**src/rtl/ds1_tim_pkg.sv**
```systemverilog
// Package: shared sizes for the DS1 timing generator.
// Assumes the frame length fits BIT_W bits and the longest superframe fits FRM_W bits.
package ds1_tim_pkg;
    localparam int unsigned BITS_PER_FRAME = 193;
    localparam int unsigned FRAMES_D4      = 12;
    localparam int unsigned FRAMES_ESF     = 24;
    localparam int unsigned BIT_W          = $clog2(BITS_PER_FRAME);
    localparam int unsigned FRM_W          = $clog2(FRAMES_ESF + 1);
endpackage

```
**src/rtl/ds1_bit_ctr.sv**
```systemverilog
// Module: bit position counter within one DS1 frame.
// Counts bit enables from 0 to BITS_PER_FRAME-1 and flags the last bit.
// Assumes bit_en is a single-cycle pulse per line bit.
module ds1_bit_ctr
    import ds1_tim_pkg::*;
(
    input  logic             clk,
    input  logic             rst_n,
    input  logic             bit_en,
    output logic [BIT_W-1:0] bit_index,
    output logic             frame_wrap
);
    localparam logic [BIT_W-1:0] LAST_BIT = BIT_W'(BITS_PER_FRAME - 1);

    logic [BIT_W-1:0] idx_q;

    // last enabled bit of the frame
    assign frame_wrap = bit_en && (idx_q == LAST_BIT);
    assign bit_index  = idx_q;

    // advance the bit position on each enable
    always_ff @(posedge clk) begin
        if (!rst_n)
            idx_q <= '0;
        else if (frame_wrap)
            idx_q <= '0;
        else if (bit_en)
            idx_q <= idx_q + 1'b1;
    end

    a_r2_bit_range: assert property (@(posedge clk) disable iff (!rst_n)
        idx_q <= LAST_BIT);
    a_r2_bit_hold: assert property (@(posedge clk) disable iff (!rst_n)
        !bit_en |=> $stable(idx_q));
    a_r2_bit_step: assert property (@(posedge clk) disable iff (!rst_n)
        (bit_en && idx_q != LAST_BIT) |=> idx_q == $past(idx_q) + 1'b1);
endmodule

```
**src/rtl/ds1_realign_det.sv**
```systemverilog
// Module: falling-edge detector on the active-low realignment input.
// Produces a one-cycle request per high-to-low transition.
// Assumes tx_sf_n is already synchronous to clk.
module ds1_realign_det (
    input  logic clk,
    input  logic rst_n,
    input  logic tx_sf_n,
    output logic realign_fall
);
    logic prev_q;

    // remember last level; reset as idle-high
    always_ff @(posedge clk) begin
        if (!rst_n)
            prev_q <= 1'b1;
        else
            prev_q <= tx_sf_n;
    end

    assign realign_fall = prev_q && !tx_sf_n;

    a_r8_single_edge: assert property (@(posedge clk) disable iff (!rst_n)
        realign_fall |=> !realign_fall);
endmodule

```
**src/rtl/ds1_sf_ctr.sv**
```systemverilog
// Module: frame counter within a superframe, with mode latch and realignment.
// The length (12 or 24) is latched at each restart to frame 1.
// A realignment request stays pending until the next frame boundary.
module ds1_sf_ctr
    import ds1_tim_pkg::*;
(
    input  logic             clk,
    input  logic             rst_n,
    input  logic             frame_wrap,
    input  logic             esf_mode,
    input  logic             realign_fall,
    output logic [FRM_W-1:0] frame_index,
    output logic             esf_active,
    output logic             restart
);
    localparam logic [FRM_W-1:0] LEN_D4  = FRM_W'(FRAMES_D4);
    localparam logic [FRM_W-1:0] LEN_ESF = FRM_W'(FRAMES_ESF);
    localparam logic [FRM_W-1:0] FIRST   = FRM_W'(1);

    logic [FRM_W-1:0] frm_q;
    logic             esf_q;
    logic             pend_q;
    logic [FRM_W-1:0] len;

    assign len         = esf_q ? LEN_ESF : LEN_D4;
    // next frame is frame 1: length reached or realignment requested
    assign restart     = pend_q || realign_fall || (frm_q >= len);
    assign frame_index = frm_q;
    assign esf_active  = esf_q;

    // frame number and mode latch, updated at frame boundaries
    always_ff @(posedge clk) begin
        if (!rst_n) begin
            frm_q <= FIRST;
            esf_q <= 1'b0;
        end else if (frame_wrap) begin
            if (restart) begin
                frm_q <= FIRST;
                esf_q <= esf_mode;
            end else begin
                frm_q <= frm_q + 1'b1;
            end
        end
    end

    // hold a realignment request until it is consumed at a boundary
    always_ff @(posedge clk) begin
        if (!rst_n)
            pend_q <= 1'b0;
        else if (frame_wrap)
            pend_q <= 1'b0;
        else if (realign_fall)
            pend_q <= 1'b1;
    end

    a_r3_frame_range: assert property (@(posedge clk) disable iff (!rst_n)
        frm_q >= FIRST && frm_q <= len);
    a_r8_realign_first: assert property (@(posedge clk) disable iff (!rst_n)
        (frame_wrap && realign_fall) |=> frm_q == FIRST);
    a_r5_mode_stable: assert property (@(posedge clk) disable iff (!rst_n)
        !frame_wrap |=> $stable(esf_q));
endmodule

```
**src/rtl/ds1_frame_timer.sv**
```systemverilog
// Module: DS1 frame and superframe timing generator (top).
// Combines the bit counter, the realignment detector and the frame counter,
// and derives the frame, superframe-start and data-link strobes.
// Assumes all inputs are synchronous to clk.
module ds1_frame_timer
    import ds1_tim_pkg::*;
(
    input  logic             clk,
    input  logic             rst_n,
    input  logic             bit_en,
    input  logic             esf_mode,
    input  logic             tx_sf_n,
    input  logic             rx_sync_valid,
    output logic [BIT_W-1:0] bit_index,
    output logic [FRM_W-1:0] frame_index,
    output logic             frame_strobe,
    output logic             sf_start_pulse,
    output logic             fdl_strobe
);
    logic frame_wrap;
    logic realign_fall;
    logic esf_active;
    logic restart;

    ds1_bit_ctr u_bit (
        .clk        (clk),
        .rst_n      (rst_n),
        .bit_en     (bit_en),
        .bit_index  (bit_index),
        .frame_wrap (frame_wrap)
    );

    ds1_realign_det u_realign (
        .clk          (clk),
        .rst_n        (rst_n),
        .tx_sf_n      (tx_sf_n),
        .realign_fall (realign_fall)
    );

    ds1_sf_ctr u_sf (
        .clk          (clk),
        .rst_n        (rst_n),
        .frame_wrap   (frame_wrap),
        .esf_mode     (esf_mode),
        .realign_fall (realign_fall),
        .frame_index  (frame_index),
        .esf_active   (esf_active),
        .restart      (restart)
    );

    // strobes from the current counter state
    assign frame_strobe   = bit_en && (bit_index == '0);
    assign fdl_strobe     = frame_strobe && esf_active && frame_index[0];
    assign sf_start_pulse = frame_wrap && restart && rx_sync_valid;

    a_r7_sync_gate: assert property (@(posedge clk) disable iff (!rst_n)
        sf_start_pulse |-> rx_sync_valid);
    a_r6_sf_then_first: assert property (@(posedge clk) disable iff (!rst_n)
        sf_start_pulse |=> (frame_index == FRM_W'(1) && bit_index == '0));
    a_r9_fdl_odd: assert property (@(posedge clk) disable iff (!rst_n)
        fdl_strobe |-> (frame_index[0] && frame_strobe));
endmodule

```
**config.mk**
```make
export PLATFORM = sky130hd
export DESIGN_NAME = ds1_frame_timer
export DESIGN_NICKNAME = d
export VERILOG_FILES = /design/src/rtl/ds1_tim_pkg.sv /design/src/rtl/ds1_bit_ctr.sv /design/src/rtl/ds1_realign_det.sv /design/src/rtl/ds1_sf_ctr.sv /design/src/rtl/ds1_frame_timer.sv
export SDC_FILE = /design/constraint.sdc
export NUM_CORES = 1
export LEC_CHECK = 0
export CORE_MARGIN = 5
export CORE_UTILIZATION = 33
export DETAILED_ROUTE_END_ITERATION = 8
export DONT_BUFFER_PORTS = 1
export HOLD_SLACK_MARGIN = 0.12
export SLEW_MARGIN = 20
export SYNTH_ARGS = -nofsm -noshare
export SYNTH_HDL_FRONTEND = slang
export SYNTH_SLANG_ARGS = --single-unit
```
**constraint.sdc**
```tcl
create_clock -name clk -period 3.9 [get_ports clk]
set_input_delay 0.78 -clock clk [delete_from_list [all_inputs] [get_ports clk]]
set_output_delay 0.78 -clock clk [all_outputs]
set_load 0.05 [all_outputs]
```
==> results.md, run 1 <==
- RSZ-0062 raised after global routing: no
- Layout Area Growth over Synthesis: 14.07%
- DP Worst Slack: 1.062 ns
- Hold Path Class: reg -> reg
- Die H: 60.06 um
- WP data arrival: 2.33 ns
- Max Buffers Root-to-Sink: 2
- CTS hold repair buffers: 0
- TritonCTS Buffers: 3
- Final setup fails: 0
- Initial Util: 34.00%
- Pins Over Slew Limit: 0
- Fmax: 0.3221 GHz
- CP Class: reg -> out
- Fraction of layout cells with a size suffix above 1: 14.56%
- Routed len/inst: 12.61 um
- Clock transition at path regs: 0.10 ns
- Root buffer cell: clkbuf_4
- Synth Area per Inst: 8.798 um2
- # diodes: 0
- Synth Register Bits: 16
- Leak: 0.3730 nW
- Drt first-iter violations: 2
- First-pass GRT wire length: 2829 um
- IO Pins: 22
- Worst-margin pin slew: 0.7082 ns
- Status: finished, final reports clean
- Final ANT Viol Nets: 0
- Clk Latency, worst-skew pair: 0.29 ns
- Overflow after GRT: 0
- Worst VDD drop: 0.1929 mV
- Initial DRT Pass Iterations: 4
- Fin crit share: 79.62%
- Vias per cell: 4.992
- YS warnings: 0
- Post CTS Setup Buffer Count: 0
- Vias in the first global route: 624
- Filler cells: 257
- Max_slew headroom: 52.72%
- CTS tree: built
- Critical Path Fanout Max: 4
- Pwr Density: 336.4 mW/mm2
- Critical path's slowest cell: a2111oi_2
- Netlist Area Pre-Place: 827.0 um2
- Mapped Cells: 94
- CP max stage delay: 0.44 ns
- Final min period: 3.105 ns
- Final hold violation count: 0
- Clock sinks: 16
- Syn_nets: 106
- Startpoint Class: flop
- Clock Skews: 0.002644 ns
- Pin count of the biggest net entering global routing: 10
- Final wirelength: 1677 um
- Die Footprint: 0.003607 mm2
- Nets: 116
- Pwr Total: 0.3174 mW
- CP Capture Type: output port
- Hpwl dp: 1360 um
- Total GRT Usage: 10.62%
- Core area: 0.002432 mm2
- Vias: 664
- Die W: 60.06 um
- IO buf count: 0
- Setup TNS Final: 0 ns
- Final setup margin: 0.7950 ns
- Residual DRC: 0
- Post-CTS Resized: 0
- Worst EP required: 3.12 ns
- Row count: 18
- CP Cell Sequence: buf_4 > inv_1 > ha_1 > a21bo_2 > a2111oi_2 > nor2_1 > and2_1
- Number of distinct library cells after synthesis: 26
- Initial antenna violation count: 0
- CTS H-tree depth: 1
- Sequential area share after synthesis: 38.73%
- Max-cap check violation count: 0
- GPL Wtd Cong: 0.8007
==> layout make-up <==
cell class	count	area, um2	share of cell area, %
Multi-Input combinational cell	71	481.7	51.06
Tap cell	30	37.54	3.979
Inverter	6	22.52	2.387
Clock buffer	4	36.28	3.846
Sequential cell	16	320.3	33.95
Timing Repair Buffer	6	45.04	4.775
==> stage by stage <==
stage / std cells / instance area [um2] / hold WS (ns) / utilization [%]
after CTS: 133 / 943.4 / 0.5028 / 38.79
after floorplan: 94 / 827.0 / 0.4435 / -
final: 133 / 943.4 / 0.4971 / 38.79
after global placement: 129 / 907.1 / 0.4758 / 37.29
after detailed placement: 129 / 907.1 / 0.4883 / 37.29
after global routing: 133 / 943.4 / 0.5316 / 38.79
==> worst paths after layout <==
path	cells past startpoint	from	end	slack (ns)
min	2	u_sf.esf_active$_SDFFE_PN0P_	u_sf.esf_active$_SDFFE_PN0P_	0.50
min reg2reg	2	u_sf.esf_active$_SDFFE_PN0P_	u_sf.esf_active$_SDFFE_PN0P_	0.50
max reg2reg	7	u_sf.frame_index[2]$_SDFFE_PN0P_	u_sf.frame_index[0]$_SDFFE_PN1P_	1.78
max	7	u_sf.frame_index[2]$_SDFFE_PN0P_	sf_start_pulse	0.79
==> synth_stat cells, drive strengths merged <==
master   instances  area, um2
a2111oi          1      15.01
a21bo            1      10.01
a21boi           1      7.510
and2             2      12.51
and3             1      6.260
and4b            1      10.01
buf              1      7.510
dfxtp           16      320.3
ha               6      75.07
inv              6      22.52
mux2i            2      20.02
nand2            7      26.28
nand2b           1      6.260
nand3            4      20.02
nand3b           1      7.510
nand4            4      25.02
nand4b           1      8.760
nor2            19      71.32
nor2b            1      6.260
nor3             4      20.02
nor4b            1      15.01
o21ai            1      5.000
o21bai           1      7.510
or4b             1      13.76
xnor2            7      61.31
xor2             3      26.28
==> critical path: cells and delay by family, from the launching register on <==
kind | cells | cell delay, ns
buf+inv | 2 | 0.31
flops | 1 | 0.32
compound gates | 2 | 0.64
fa+ha+maj | 1 | 0.30
simple gates | 2 | 0.48
==> cells in the final DEF, fill, tap and decap left out <==
cell / n
buf_4: 6
a2111oi_2: 1
ha_1: 6
a21bo_2: 1
nor4b_2: 1
nand2b_1: 1
nand4b_1: 1
a21boi_0: 1
nand2_1: 7
dfxtp_1: 16
nor3_2: 1
nand4_1: 4
nand3b_1: 1
nand3_1: 4
nor2b_1: 1
xor2_1: 3
clkbuf_4: 3
o21bai_1: 1
or4b_4: 1
inv_1: 6
nor2_1: 19
xnor2_1: 7
clkbuf_8: 1
and2_1: 2
nor3_1: 3
and4b_1: 1
mux2i_1: 2
o21ai_0: 1
and3_1: 1
==> routing by layer <==
layer  global-route usage, %  share of wire (%)  vias up
met5                       0                  0        -
met4                   2.848                1.1        0
met3                   7.775                 14        4
met2                   15.74                 43       26
met1                   12.09                 43      301
li1                        -                  -      333
==> flip-flops by register name, summed over array words and instances (netlist names) <==
signal / cells
u_sf.pend_q: 1
u_realign.prev_q: 1
u_sf.frame_index: 5
u_bit.bit_index: 8
u_sf.esf_active: 1
==> cell families after synthesis <==
logic type | share of synthesized area (%)
adders and majority gates | 9.077
AOI/OAI and AO/OA | 5.446
muxes | 2.421
and+or+nand+nor | 30.11
buffers and inverters | 3.631
xor gates and xnor gates | 10.59
DFF | 38.73
==> where the power goes <==
group / switching, mW / total, mW / internal, mW
sequential: 0.00687 / 0.174 / 0.167
combinational: 0.0206 / 0.0324 / 0.0118
clock: 0.0544 / 0.111 / 0.0568
Note: power is estimated with default switching activity, not from simulation.
==> run 2, diff against run 1 <==
clock period = 2.8 ns   (was 3.9 ns; I/O delays follow)
==> run 2 against run 1 <==
Net effect:
- sequential share of layout area fell by 2.5 points
- cell area rose by 7.8%
- critical path depth fell by 1
- via count rose by 5.9%
- power rose by 30%
- clock power rose by 9.9%
- worst hold slack got worse by 0.16 ns
- register-to-register slack got worse by 0.94 ns
- die area did not move
- sequential cell count did not move
- first-iteration DRC count rose to 6.0 times the previous value
- utilization rose by 3.0 points
==> results.md, run 2 (synthesized netlist as in run 1, its figures left out) <==
- Status: finished, final reports clean
- Routed len/inst: 13.35 um
- WP data arrival: 2.08 ns
- Vias per cell: 4.986
- Nets: 125
- Worst hold slack: 0.3417 ns
- Residual DRC: 0
- Largest register FFs: 8
- Worst R2R Path Depth: 6
- Vias in the first global route: 684
- Die Footprint: 0.003607 mm2
- Die W: 60.06 um
- Met1 GRT Util: 10.69%
- # diodes: 0
- Fmax: 0.3789 GHz
- CP Class: reg -> out
- Final min period: 2.639 ns
- Hpwl dp: 1516 um
- Drt first-iter violations: 12
- Vias: 703
- Setup TNS Final: 0 ns
- Startpoint Class: flop
- Dpl cells: 138
- Worst R2R End: u_sf.frame_index[0]$_SDFFE_PN1P_
- Worst-margin pin slew: 0.5181 ns
- Total GRT Usage: 11.17%
- Critical Path Fanout Max: 3
- RSZ-0062 raised after global routing: no
- Hold path start: rst_n
- R2r startpoint: u_sf.frame_index[2]$_SDFFE_PN0P_
- Max Buffers Root-to-Sink: 2
- Final setup fails: 0
- Max-cap check violation count: 0
- Pin count of the biggest net entering global routing: 10
- Initial antenna violation count: 0
- First-pass GRT wire length: 2953 um
- Crit path from: u_sf.frame_index[2]$_SDFFE_PN0P_
- Final wirelength: 1882 um
- Clock Skews: 0.001052 ns
- Initial DRT Pass Iterations: 4
- Gr busiest metal: met2
- CP Capture Type: output port
- CTS hold repair buffers: 0
- Leak: 0.4159 nW
- Fin crit share: 94.25%
- Fraction of layout cells with a size suffix above 1: 21.62%
- IO Pins: 22
- CTS tree: built
- Hold Path Class: in -> reg
- IO buf count: 0
- Initial Util: 34.00%
- Die H: 60.06 um
- Critical Path Sink: sf_start_pulse
- GPL Wtd Cong: 0.8180
- Core area: 0.002432 mm2
- Final ANT Viol Nets: 0
- Worst EP required: 2.24 ns
- Commonest non-fill, non-tap cells in the layout: nor2_1, dfxtp_1, buf_4, nand2_1, xnor2_1
- Pwr Density: 406.0 mW/mm2
- Max_slew headroom: 65.09%
- Met3 GRT Util: 6.911%
- Layout Cells excl Fill: 141
- Most common cell after layout, fill and taps aside: nor2_1
- Final hold violation count: 0
- Pins Over Slew Limit: 0
- CTS H-tree depth: 1
- TritonCTS Buffers: 3
- Global Route met2 Usage: 19.44%
- Clock sinks: 16
- Layout Area Growth over Synthesis: 23.00%
- Worst R2R Setup Slack: 0.84 ns
- Clock transition at path regs: 0.09 ns
- Clk Latency, worst-skew pair: 0.29 ns
- Row count: 18
- Post CTS Setup Buffer Count: 0
- Root buffer cell: clkbuf_4
- Overflow after GRT: 0
- Worst VDD drop: 0.3295 mV
[run 2: cell types whose count changed in the layout (fill, tap and decap cells not counted), sizes merged]
cell / previous run / this run
buf: 6 / 15
clkbuf: 4 / 3
[run 2: how the worst min path moves through the flow]
stage	endpoint	slack, ns	cells after the start
after floorplan	u_sf.esf_active$_SDFFE_PN0P_	0.44	2
after global placement	u_sf.esf_active$_SDFFE_PN0P_	0.46	2
after detailed placement	u_sf.esf_active$_SDFFE_PN0P_	0.47	2
after CTS	u_realign.prev_q$_SDFF_PN1_	0.34	1
after global routing	u_realign.prev_q$_SDFF_PN1_	0.33	1
final	u_realign.prev_q$_SDFF_PN1_	0.34	1
[run 2: critical path, cell delays in order (launching register included)]
cell and delay, ns:
dfxtp_1 0.34, inv_1 0.07, ha_1 0.29, a21bo_2 0.20
a2111oi_2 0.44, nor2_1 0.13, and2_2 0.32
[run 2: report_power, final]
part	switching, mW	total [mW]	internal [mW]	leakage, nW
clock	0.0715	0.122	0.0500	0.0138
combinational	0.0377	0.0567	0.0190	0.272
sequential	0.00238	0.235	0.232	0.130
[run 2: layout make-up]
class                   count  area, um2
inverters                   6      22.52
fillers                   270       1415
multi-input cells          71      489.2
repair buffers             15      125.1
well taps                  30      37.54
clock buffers               3      22.52
flip-flops and latches     16      320.3
[run 2: repair_timing]
item,in CTS,in global routing
setup endpoints to repair,0,1
endpoints found under the hold margin,0,0
resized for setup,0,1
[run 2: metrics by stage]
step,cell area (um2),total power [mW],setup WS (ns),utilization [%]
floorplan,838.3,0.2852,0.1171,-
global placement,993.5,0.2960,0.5045,40.84
detailed placement,993.5,0.2974,0.4424,40.84
CTS,1016,0.4186,0.1110,41.77
global route,1017,0.4326,0.03564,41.82
finish,1017,0.4130,0.1610,41.82
[run 2: per-layer routing]
metal  vias to the layer above  wire (um)
met2                        30        883
met5                         -          0
li1                        348          -
met1                       323        735
met4                         0         15
met3                         2        247
